`config.mk`:
```
export PLATFORM = sky130hd
export DESIGN_NAME = tglpoll_ctrl
export DESIGN_NICKNAME = d
export VERILOG_FILES = /design/src/rtl/tglpoll_pkg.sv /design/src/rtl/tglpoll_rdport.sv /design/src/rtl/tglpoll_classify.sv /design/src/rtl/tglpoll_limit.sv /design/src/rtl/tglpoll_ctrl.sv
export SDC_FILE = /design/constraint.sdc
export NUM_CORES = 1
export LEC_CHECK = 0
export ABC_CLOCK_PERIOD_IN_PS = 9350
export BUFFER_PORTS_ARGS = -buffer_cell sky130_fd_sc_hd__buf_2
export CORE_MARGIN = 2
export CORE_UTILIZATION = 37
export CTS_CLUSTER_DIAMETER = 120
export DETAILED_ROUTE_END_ITERATION = 6
export PLACE_DENSITY_LB_ADDON = 0.08
export RECOVER_POWER = 50
export SKIP_CTS_REPAIR_TIMING = 1
export SLEW_MARGIN = 40
export SYNTH_ARGS = -nofsm -noshare
export SYNTH_HDL_FRONTEND = slang
export SYNTH_HIERARCHICAL = 1
export SYNTH_SLANG_ARGS = --single-unit
```
`constraint.sdc`:
```
create_clock -name clk -period 9.35 [get_ports clk]
set_input_delay 2.3375 -clock clk [delete_from_list [all_inputs] [get_ports clk]]
set_output_delay 2.3375 -clock clk [all_outputs]
set_load 0.02 [all_outputs]
```
`src/rtl/tglpoll_pkg.sv`:
```
package tglpoll_pkg;

   typedef enum logic [2:0] {
      ST_IDLE,
      ST_SEED,
      ST_POLL,
      ST_CONF_A,
      ST_CONF_B,
      ST_VERIFY
   } poll_state_e;

   typedef enum logic [1:0] {
      CLS_STEADY,
      CLS_RUNNING,
      CLS_ERRFLAG
   } status_cls_e;

endpackage

```
`src/rtl/tglpoll_rdport.sv`:
```
module tglpoll_rdport #(
   parameter int ADDR_W   = 16,
   parameter int DATA_W   = 8,
   parameter bit REG_RESP = 1'b0
) (
   input  logic              clk,
   input  logic              rst_n,
   input  logic              issue,
   input  logic [ADDR_W-1:0] issue_addr,
   output logic              rd_req,
   output logic [ADDR_W-1:0] rd_addr,
   input  logic              rd_ack,
   input  logic [DATA_W-1:0] rd_data,
   output logic              beat,
   output logic [DATA_W-1:0] beat_data
);

   logic              req_q;
   logic [ADDR_W-1:0] addr_q;
   logic              accept;

   assign accept  = req_q & rd_ack;
   assign rd_req  = req_q;
   assign rd_addr = addr_q;

   always_ff @(posedge clk or negedge rst_n) begin
      if (!rst_n) begin
         req_q  <= 1'b0;
         addr_q <= '0;
      end else if (issue) begin
         req_q  <= 1'b1;
         addr_q <= issue_addr;
      end else if (accept) begin
         req_q  <= 1'b0;
      end
   end

   generate
      if (REG_RESP) begin : g_reg_resp
         logic              beat_q;
         logic [DATA_W-1:0] data_q;
         always_ff @(posedge clk or negedge rst_n) begin
            if (!rst_n) begin
               beat_q <= 1'b0;
               data_q <= '0;
            end else begin
               beat_q <= accept;
               if (accept) data_q <= rd_data;
            end
         end
         assign beat      = beat_q;
         assign beat_data = data_q;
      end else begin : g_comb_resp
         assign beat      = accept;
         assign beat_data = rd_data;
      end
   endgenerate

endmodule

```
`src/rtl/tglpoll_classify.sv`:
```
module tglpoll_classify
   import tglpoll_pkg::*;
#(
   parameter int DATA_W  = 8,
   parameter int TGL_BIT = 6,
   parameter int ERR_BIT = 5
) (
   input  logic              prev_tgl,
   input  logic [DATA_W-1:0] status,
   output logic              cur_tgl,
   output status_cls_e       cls
);

   logic moved;

   assign cur_tgl = status[TGL_BIT];
   assign moved   = cur_tgl ^ prev_tgl;

   always_comb begin
      if (!moved)                cls = CLS_STEADY;
      else if (status[ERR_BIT])  cls = CLS_ERRFLAG;
      else                       cls = CLS_RUNNING;
   end

endmodule

```
`src/rtl/tglpoll_limit.sv`:
```
module tglpoll_limit #(
   parameter int CNT_W = 16
) (
   input  logic             clk,
   input  logic             rst_n,
   input  logic             load,
   input  logic [CNT_W-1:0] limit_in,
   input  logic             bump,
   output logic             last
);

   localparam int EXT_W = CNT_W + 1;

   logic [CNT_W-1:0] cnt_q;
   logic [CNT_W-1:0] limit_q;
   logic [EXT_W-1:0] next_ext;

   assign next_ext = {1'b0, cnt_q} + EXT_W'(1);
   assign last     = next_ext >= {1'b0, limit_q};

   always_ff @(posedge clk or negedge rst_n) begin
      if (!rst_n) begin
         cnt_q   <= '0;
         limit_q <= '0;
      end else if (load) begin
         cnt_q   <= '0;
         limit_q <= limit_in;
      end else if (bump && !next_ext[CNT_W]) begin
         cnt_q   <= next_ext[CNT_W-1:0];
      end
   end

endmodule

```
`src/rtl/tglpoll_ctrl.sv`:
```
module tglpoll_ctrl
   import tglpoll_pkg::*;
#(
   parameter int ADDR_W   = 16,
   parameter int DATA_W   = 8,
   parameter int CNT_W    = 16,
   parameter int TGL_BIT  = 6,
   parameter int ERR_BIT  = 5,
   parameter bit REG_RESP = 1'b0
) (
   input  logic              clk,
   input  logic              rst_n,
   input  logic              start,
   input  logic [ADDR_W-1:0] poll_addr,
   input  logic              verify_en,
   input  logic [ADDR_W-1:0] verify_addr,
   input  logic [DATA_W-1:0] verify_data,
   input  logic [CNT_W-1:0]  max_polls,
   output logic              rd_req,
   output logic [ADDR_W-1:0] rd_addr,
   input  logic              rd_ack,
   input  logic [DATA_W-1:0] rd_data,
   output logic              busy,
   output logic              done,
   output logic              pass,
   output logic              fail,
   output logic              verify_error,
   output logic              timeout_error
);

   generate
      if (TGL_BIT >= DATA_W || ERR_BIT >= DATA_W || TGL_BIT == ERR_BIT) begin : g_bad_bits
         $error("tglpoll_ctrl: status bit positions invalid");
      end
      if (CNT_W < 1 || ADDR_W < 1) begin : g_bad_width
         $error("tglpoll_ctrl: widths must be positive");
      end
   endgenerate

   poll_state_e       state_q, state_d;
   logic              issue;
   logic [ADDR_W-1:0] issue_addr;
   logic              beat;
   logic [DATA_W-1:0] beat_data;
   logic              prev_tgl_q;
   logic              cur_tgl;
   status_cls_e       cls;
   logic              seed_ld;
   logic              cnt_load, cnt_bump, cnt_last;
   logic              settled;
   logic              fin, fin_pass, fin_verr, fin_tmo;

   logic [ADDR_W-1:0] paddr_q, vaddr_q;
   logic              ven_q;
   logic [DATA_W-1:0] vdata_q;
   logic              done_q, pass_q, fail_q, verr_q, tmo_q;

   tglpoll_rdport #(
      .ADDR_W   (ADDR_W),
      .DATA_W   (DATA_W),
      .REG_RESP (REG_RESP)
   ) u_rdport (
      .clk        (clk),
      .rst_n      (rst_n),
      .issue      (issue),
      .issue_addr (issue_addr),
      .rd_req     (rd_req),
      .rd_addr    (rd_addr),
      .rd_ack     (rd_ack),
      .rd_data    (rd_data),
      .beat       (beat),
      .beat_data  (beat_data)
   );

   tglpoll_classify #(
      .DATA_W  (DATA_W),
      .TGL_BIT (TGL_BIT),
      .ERR_BIT (ERR_BIT)
   ) u_classify (
      .prev_tgl (prev_tgl_q),
      .status   (beat_data),
      .cur_tgl  (cur_tgl),
      .cls      (cls)
   );

   tglpoll_limit #(
      .CNT_W (CNT_W)
   ) u_limit (
      .clk      (clk),
      .rst_n    (rst_n),
      .load     (cnt_load),
      .limit_in (max_polls),
      .bump     (cnt_bump),
      .last     (cnt_last)
   );

   always_comb begin
      state_d    = state_q;
      issue      = 1'b0;
      issue_addr = paddr_q;
      seed_ld    = 1'b0;
      cnt_load   = 1'b0;
      cnt_bump   = 1'b0;
      settled    = 1'b0;
      fin        = 1'b0;
      fin_pass   = 1'b0;
      fin_verr   = 1'b0;
      fin_tmo    = 1'b0;
      unique case (state_q)
         ST_IDLE: begin
            if (start) begin
               state_d    = ST_SEED;
               issue      = 1'b1;
               issue_addr = poll_addr;
               cnt_load   = 1'b1;
            end
         end
         ST_SEED: begin
            if (beat) begin
               seed_ld = 1'b1;
               state_d = ST_POLL;
               issue   = 1'b1;
            end
         end
         ST_POLL: begin
            if (beat) begin
               seed_ld = 1'b1;
               unique case (cls)
                  CLS_STEADY: settled = 1'b1;
                  CLS_ERRFLAG: begin
                     state_d = ST_CONF_A;
                     issue   = 1'b1;
                  end
                  default: begin
                     cnt_bump = 1'b1;
                     if (cnt_last) begin
                        fin     = 1'b1;
                        fin_tmo = 1'b1;
                     end else begin
                        issue = 1'b1;
                     end
                  end
               endcase
            end
         end
         ST_CONF_A: begin
            if (beat) begin
               seed_ld = 1'b1;
               state_d = ST_CONF_B;
               issue   = 1'b1;
            end
         end
         ST_CONF_B: begin
            if (beat) begin
               if (cls == CLS_STEADY) settled = 1'b1;
               else                   fin     = 1'b1;
            end
         end
         ST_VERIFY: begin
            if (beat) begin
               fin      = 1'b1;
               fin_pass = (beat_data == vdata_q);
               fin_verr = (beat_data != vdata_q);
            end
         end
         default: state_d = ST_IDLE;
      endcase

      if (settled) begin
         if (ven_q) begin
            state_d    = ST_VERIFY;
            issue      = 1'b1;
            issue_addr = vaddr_q;
         end else begin
            fin      = 1'b1;
            fin_pass = 1'b1;
         end
      end
      if (fin) state_d = ST_IDLE;
   end

   always_ff @(posedge clk or negedge rst_n) begin
      if (!rst_n) begin
         state_q    <= ST_IDLE;
         prev_tgl_q <= 1'b0;
         paddr_q    <= '0;
         vaddr_q    <= '0;
         ven_q      <= 1'b0;
         vdata_q    <= '0;
      end else begin
         state_q <= state_d;
         if (seed_ld) prev_tgl_q <= cur_tgl;
         if (state_q == ST_IDLE && start) begin
            paddr_q <= poll_addr;
            vaddr_q <= verify_addr;
            ven_q   <= verify_en;
            vdata_q <= verify_data;
         end
      end
   end

   always_ff @(posedge clk or negedge rst_n) begin
      if (!rst_n) begin
         done_q <= 1'b0;
         pass_q <= 1'b0;
         fail_q <= 1'b0;
         verr_q <= 1'b0;
         tmo_q  <= 1'b0;
      end else begin
         done_q <= fin;
         if (fin) begin
            pass_q <= fin_pass;
            fail_q <= ~fin_pass;
            verr_q <= fin_verr;
            tmo_q  <= fin_tmo;
         end else if (state_q == ST_IDLE && start) begin
            pass_q <= 1'b0;
            fail_q <= 1'b0;
            verr_q <= 1'b0;
            tmo_q  <= 1'b0;
         end
      end
   end

   assign busy          = (state_q != ST_IDLE);
   assign done          = done_q;
   assign pass          = pass_q;
   assign fail          = fail_q;
   assign verify_error  = verr_q;
   assign timeout_error = tmo_q;

endmodule

```
==> results of run 1 <==
-- routing by layer --
layer  up-vias  wire length [microns]
met4         0                    187
met2        59                   5400
met5         -                      0
met3        10                    396
li1       1883                      -
met1      1807                   5550
-- kinds of logic after synthesis --
family                     Yosys count  synth area share (%)
and+or+nand+nor                    186                  17.2
DFF                                 99                  46.5
AOI/OAI and AO/OA                   68                  8.92
buffers and inverters               60                  6.17
muxes                               59                  13.3
xor gates and xnor gates            24                  3.94
adders and majority gates           17                  3.99
-- flip-flops by register name (all words and copies together), names as in the netlist --
signal	count
u_limit/cnt_q	16
pass	1
vaddr_q	16
prev_tgl_q	1
paddr_q	16
state_q	3
vdata_q	8
ven_q	1
u_limit/limit_q	16
u_rdport/rd_req	1
timeout_error	1
done	1
fail	1
u_rdport/rd_addr	16
verify_error	1
-- cell usage after synthesis, types with 2 or more instances --
| library cell | count | area share [%] |
|---|---|---|
| mux2_1 | 3 | 0.63 |
| nand3_1 | 11 | 1.0 |
| o31ai_1 | 4 | 0.56 |
| buf_6 | 4 | 0.85 |
| buf_2 | 9 | 0.85 |
| nor3b_1 | 2 | 0.28 |
| nand4_1 | 7 | 0.82 |
| buf_4 | 9 | 1.3 |
| inv_1 | 19 | 1.3 |
| mux2_2 | 43 | 9.1 |
| inv_2 | 2 | 0.14 |
| xor2_1 | 13 | 2.1 |
| o21ai_0 | 20 | 1.9 |
| clkbuf_1 | 11 | 0.77 |
| nand2_1 | 103 | 7.3 |
| or4_1 | 3 | 0.42 |
| a31o_2 | 2 | 0.33 |
| ha_1 | 17 | 4.0 |
| and3_1 | 4 | 0.47 |
| or3_1 | 2 | 0.23 |
| o2111ai_1 | 2 | 0.33 |
| nor4_1 | 3 | 0.35 |
| a21oi_2 | 2 | 0.33 |
| a32o_1 | 2 | 0.38 |
| nor3_1 | 5 | 0.47 |
| a21oi_1 | 16 | 1.5 |
| and4_1 | 3 | 0.49 |
| nand2b_1 | 4 | 0.47 |
| buf_1 | 3 | 0.21 |
| dfrtp_1 | 99 | 46 |
| a31oi_1 | 3 | 0.35 |
| a211oi_2 | 2 | 0.47 |
| nand3_2 | 2 | 0.38 |
| mux2_4 | 12 | 3.4 |
| a211oi_1 | 4 | 0.56 |
| nor2_1 | 15 | 1.1 |
| a21boi_0 | 2 | 0.28 |
| xnor2_1 | 11 | 1.8 |
| nor2b_1 | 10 | 1.2 |
| nand3b_1 | 2 | 0.28 |
| and2_1 | 3 | 0.35 |
-- power breakdown --
part           total (mW)  switching [mW]  leakage (nW)  internal [mW]
registers           0.700          0.0947          1.23          0.606
clock network       0.387           0.175         0.153          0.212
logic               0.688           0.373          1.51          0.315
-- metrics by stage --
| step | std cells | utilization [%] | total power, mW |
|---|---|---|---|
| after global routing | 766 | 43.7 | 1.92 |
| after detailed placement | 749 | 41.6 | 1.42 |
| after global placement | 749 | 41.5 | 1.39 |
| after floorplan | 513 | - | 1.24 |
| final | 766 | 43.7 | 1.78 |
| after CTS | 765 | 43.8 | 1.81 |
-- worst max-delay path by stage --
stage / from / end / slack [ps]
after global placement: start / u_rdport/rd_addr[11] / 4540
after detailed placement: start / u_rdport/rd_addr[12] / 4470
final: start / u_rdport/rd_addr[12] / 4850
after floorplan: rd_data[6] / u_rdport/rd_addr[10] / 5190
after CTS: start / u_rdport/rd_addr[12] / 4840
after global routing: u_limit/cnt_q[0] / u_rdport/rd_addr[1] / 4630
-- worst max-delay path, cell delays in order --
cell	delay [ps]
buf_2	110
nand3b_1	70
buf_4	320
clkinv_2	370
buf_4	450
mux2_1	440
mux2_2	280
mux2_4	260
-- cell type report --
class                   count  area, sq um  share of cell area, %
multi-input cells         354         2540                   41.6
flip-flops and latches     99         2480                   40.5
repair buffers             96          485                   7.94
clock buffers               9          225                   3.68
well taps                 180          225                   3.68
clock inverters             7         81.3                   1.33
inverters                  21         80.1                   1.31
==> metrics.yaml, run 1 <==
rsz0062_at_grt: "false"
cts_buffer_depth: 2
worstSetupPathType: "in -> reg"
met1_usage_pct: 22.1
avgViaCountPerCell: 4.91
use_met2_pct: 24.4
worstHoldStart: "vaddr_q[2]"
grt_max_degree: 80
syn_to_final_growth_pct: 14.7
synth_edf_count: 0
hold-path-cell-count: 2
cp-start-kind: "input pin"
leakage_nw: 2.90
finalHoldViolCount: 0
arrival_ps: 4730
violations: "max-capacitance violations, max-slew violations"
stdcell_area_sq_um: 6120
top_level_ports: 92
overflow: 0
setup_tns_ps: 0
vdd_ir_drop_max_mv: 0.144
maxCapViolCount: 1
grt_usage_pct: 15.7
tritoncts: "yes"
syn-instance-count: 513
final_common_cell: "nand2_1"
critPathMaxFanout: 79
clk-insertion-delay-late_ps: 350
ys_ff_latch: 99
antenna_found_initial: 0
max_freq_ghz: 0.222
worst_pin_slew_ps: 1850
yosysWarnings: 6
postPlaceCellArea_sq_um: 5820
required_ps: 9580
period_needed_ps: 4500
clk_pin_slew_ps: 70
core_area_sq_um: 14000
cts_made_buffers: 9
core.rowCount: 43
async_flop_share_pct: 100
dr.first_iter.drc_count: 213
r2r-end: "u_rdport/rd_addr[1]"
dp_hpwl_mm: 8.09
finalCritPeriodShare_pct: 48.1
min_to: "vaddr_q[2]"
gp_congestion: 0.783
via_count: 3759
cts_htree_levels: 3
grt_pass1_vias: 3776
io_buffers: 91
clock_sinks: 99
worstHoldPathType: "reg -> reg"
remaining_drc_errors: 0
end_kind: "flip-flop"
power_density_nw_per_um2: 290
wirelength_mm: 11.5
syn-mean-instance-area_sq_um: 10.4
start_util_pct: 38.1
status: "finished, violations left"
max-slew-margin-rel_pct: -23.5
setup_violations: 0
gr-usage-met3_pct: 2.56
design.die.area_sq_um: 15400
postLayoutSetupSlackWorst_ps: 4850
antennaDiodeCount: 0
die_h_microns: 124
r2r_slack_ps: 5130
r2r_cells: 15
synth.distinct_cells: 61
grt-busiest-layer: "met2"
nFillCells: 1367
synthFlopType: "dfrtp_1"
synth-seq-area-share_pct: 46.5
cts_root_buf: "clkbuf_16"
clock_skew_ps: 8.55
post-place-ws_ps: 4470
wl_per_cell_microns: 15.1
dr.pass1.iters: 4
final_cell_mix: "nand2_1 (103), dfrtp_1 (99), buf_2 (79)"
die_w_microns: 124
final_nets: 667
r2r_start: "u_limit/cnt_q[0]"
syn-num-nets: 599
hold_ws_ps: 473
drive_gt1_share_pct: 29.9
grt_pass1_wl_mm: 18.8
synthesis.area_sq_um: 5330
maxSlewViolCount: 36
drtAntennaViolNets: 0
Power figures use the tool's default switching activity.
==> run 2, diff against run 1 <==
- ABC_AREA: default -> 1
- ABC_CLOCK_PERIOD_IN_PS: 9350 -> 4000
- clock period: 9.35 -> 4 ns (I/O delays scaled with it)
==> metrics.yaml, run 2 <==
grt_pass1_wl_mm: 20.5  # +9.2%
drtAntennaViolNets: 0  # unchanged
grt_pass1_vias: 4251  # +13%
clock_sinks: 99  # unchanged
postPlaceCellArea_sq_um: 5720  # -1.7%
max-slew-margin-rel_pct: -90.3  # -67 points
dr.pass1.iters: 4  # unchanged
dp_cells: 905  # +21%
arrival_ps: 3510  # -1220 ps
synthFlopType: "dfrtp_1"
synthTopCellsByCount: "nand2_1 (294), dfrtp_1 (99), nor2_1 (50)"
syn-instance-count: 660  # +29%
core.rowCount: 43  # unchanged
violations: "max-capacitance violations, max-slew violations"
setup_violations: 0  # unchanged
crit_top_cell: "nand2_1"
cts_made_buffers: 9  # unchanged
stdcell_area_sq_um: 6030  # -1.4%
wl_per_cell_microns: 13.3  # -12%
cp-start-kind: "flip-flop"
synthTopCellsByArea: "dfrtp_1 (47%), nand2_1 (21%), ha_1 (4.1%)"
required_ps: 4280  # -5300 ps
status: "finished, violations left"
design.die.area_sq_um: 15100  # -1.9%
worst_pin_slew_ps: 2860  # +1000 ps
end_kind: "flip-flop"
overflow: 0  # unchanged
syn-mean-instance-area_sq_um: 7.92  # -24%
final_cell_mix: "nand2_1 (295), dfrtp_1 (99), buf_2 (89)"
maxCapViolCount: 1  # unchanged
grt_usage_pct: 17.6  # +1.9 points
leakage_nw: 3.48  # +20%
maxSlewViolCount: 53  # +47%
synthesis.area_sq_um: 5230  # -1.9%
avgViaCountPerCell: 4.62  # -5.8%
slowest_stage: "dfrtp_1"
worstHoldPathType: "reg -> reg"
clk-insertion-delay-late_ps: 350  # about the same
io_buffers: 91  # unchanged
synth.distinct_cells: 37  # -39%
clk_pin_slew_ps: 70  # about the same
syn_to_final_growth_pct: 15.4
async_flop_share_pct: 100  # unchanged
rsz0062_at_grt: "false"
synth_top_cell_area_share_pct: 47.4  # +0.92 points
finalHoldViolCount: 0  # unchanged
core_area_sq_um: 13800  # -1.2%
syn-num-nets: 746  # +25%
power_density_nw_per_um2: 333  # +15%
top_level_ports: 92  # unchanged
drive_gt1_share_pct: 18.5  # -11 points
postLayoutSetupSlackWorst_ps: 775  # -4080 ps
clock_skew_ps: 6.50  # -2.05 ps
dp_hpwl_mm: 8.84  # +9.3%
post-place-ws_ps: 820  # -3650 ps
ys_ff_latch: 99  # unchanged
hold_ws_ps: 478  # +4.72 ps
die_h_microns: 123  # -0.95%
remaining_drc_errors: 0  # unchanged
instances_no_fill: 921  # +20%
vdd_ir_drop_max_mv: 0.182  # +27%
antenna_found_initial: 0  # unchanged
finalCritPeriodShare_pct: 80.6
tritoncts: "yes"
yosysMostFrequentCell: "nand2_1"
total_power_mw: 2.01  # +13%
final_common_cell: "nand2_1"
crit_chain: "ha_1, nand3_2, nor2_1, nand4_1, nand2_1, inv_2, ha_1, nand4_1, nor2_1, nand2_1, nor2_1, nand2_1, nand3_1, nand2_1, nand4_1, o2111ai_4, inv_8, nand2_1, nand2_1"
synth_edf_count: 0  # unchanged
synth-seq-area-share_pct: 47.4  # +0.92 points
worstSetupPathType: "reg -> reg"
cts_buffer_depth: 2  # unchanged
max_freq_ghz: 0.310
setup_tns_ps: 0  # unchanged
dr.first_iter.drc_count: 210  # -1.4%
via_count: 4256  # +13%
critPathMaxFanout: 17  # -78%
yosysWarnings: 6  # unchanged
period_needed_ps: 3220
gp_congestion: 0.831  # +6.2%
max_stage_delay_ps: 400  # -50 ps
cts_htree_levels: 3  # unchanged
final_nets: 822  # +23%
yosysTopAreaCell: "dfrtp_1"
antennaDiodeCount: 0  # unchanged
start_util_pct: 37.8  # -0.31 points
wirelength_mm: 12.2  # +6.2%
cts_root_buf: "clkbuf_16"
post-route-util_pct: 43.6  # -0.10 points
grt_max_degree: 53  # -34%
die_w_microns: 123  # -0.95%
==> run 2: worst max-delay path: cells and delay by family, from the launching register on <==
kind                     cells  cell delay [ps]
AND/OR/NAND/NOR             14             1610
adder cells (fa/ha/maj)      2              510
flip-flops                   1              400
AO/OA/AOI/OAI                1              340
buffers and inverters        2              290
==> run 2: report_power, final <==
group	total [mW]	switching, mW	internal [mW]	leakage, nW
combinational	0.0643	0.0360	0.0283	2.03
clock	0.943	0.390	0.554	0.154
sequential	1.00	0	1.00	1.29
total	2.01	0.426	1.58	3.48
==> run 2: logic make-up after synthesis <==
| logic type | Yosys count | share of synthesized area [%] |
|---|---|---|
| xor gates and xnor gates | 16 | 2.68 |
| buffers and inverters | 84 | 8.67 |
| adders and majority gates | 17 | 4.07 |
| muxes | 1 | 0.215 |
| AOI/OAI and AO/OA | 50 | 5.39 |
| DFF | 99 | 47.4 |
| and+or+nand+nor | 393 | 31.6 |
==> run 2: layout make-up <==
cell class | count | area, sq um
multi-input cells | 477 | 2310
well taps | 180 | 225
clock inverters | 5 | 86.3
repair buffers | 96 | 490
clock buffers | 11 | 233
flip-flops and latches | 99 | 2480
fillers | 1437 | 7800
inverters | 53 | 208
==> run 2: metal layers <==
metal / wire length [microns] / up-vias / part of all wire (%) / global-route usage, %
met2: 5700 / 74 / 47 / 28.3
li1: - / 2199 / - / -
met1: 5920 / 1974 / 48 / 24.0
met4: 162 / 0 / 1.3 / 6.47
met3: 467 / 9 / 3.8 / 2.56
met5: 0 / - / 0 / 0
==> run 2: final timing paths <==
check	startpoint	endpoint	slack, ps	cells after the start
max	u_limit/cnt_q[0]	u_rdport/rd_addr[14]	780	19
min	paddr_q[11]	paddr_q[11]	480	2
max reg2reg	u_limit/cnt_q[0]	u_rdport/rd_addr[14]	780	19
min reg2reg	paddr_q[11]	paddr_q[11]	480	2
max in group asynchronous	rst_n	u_limit/cnt_q[0]	820	1
min in group asynchronous	rst_n	state_q[0]	1570	1
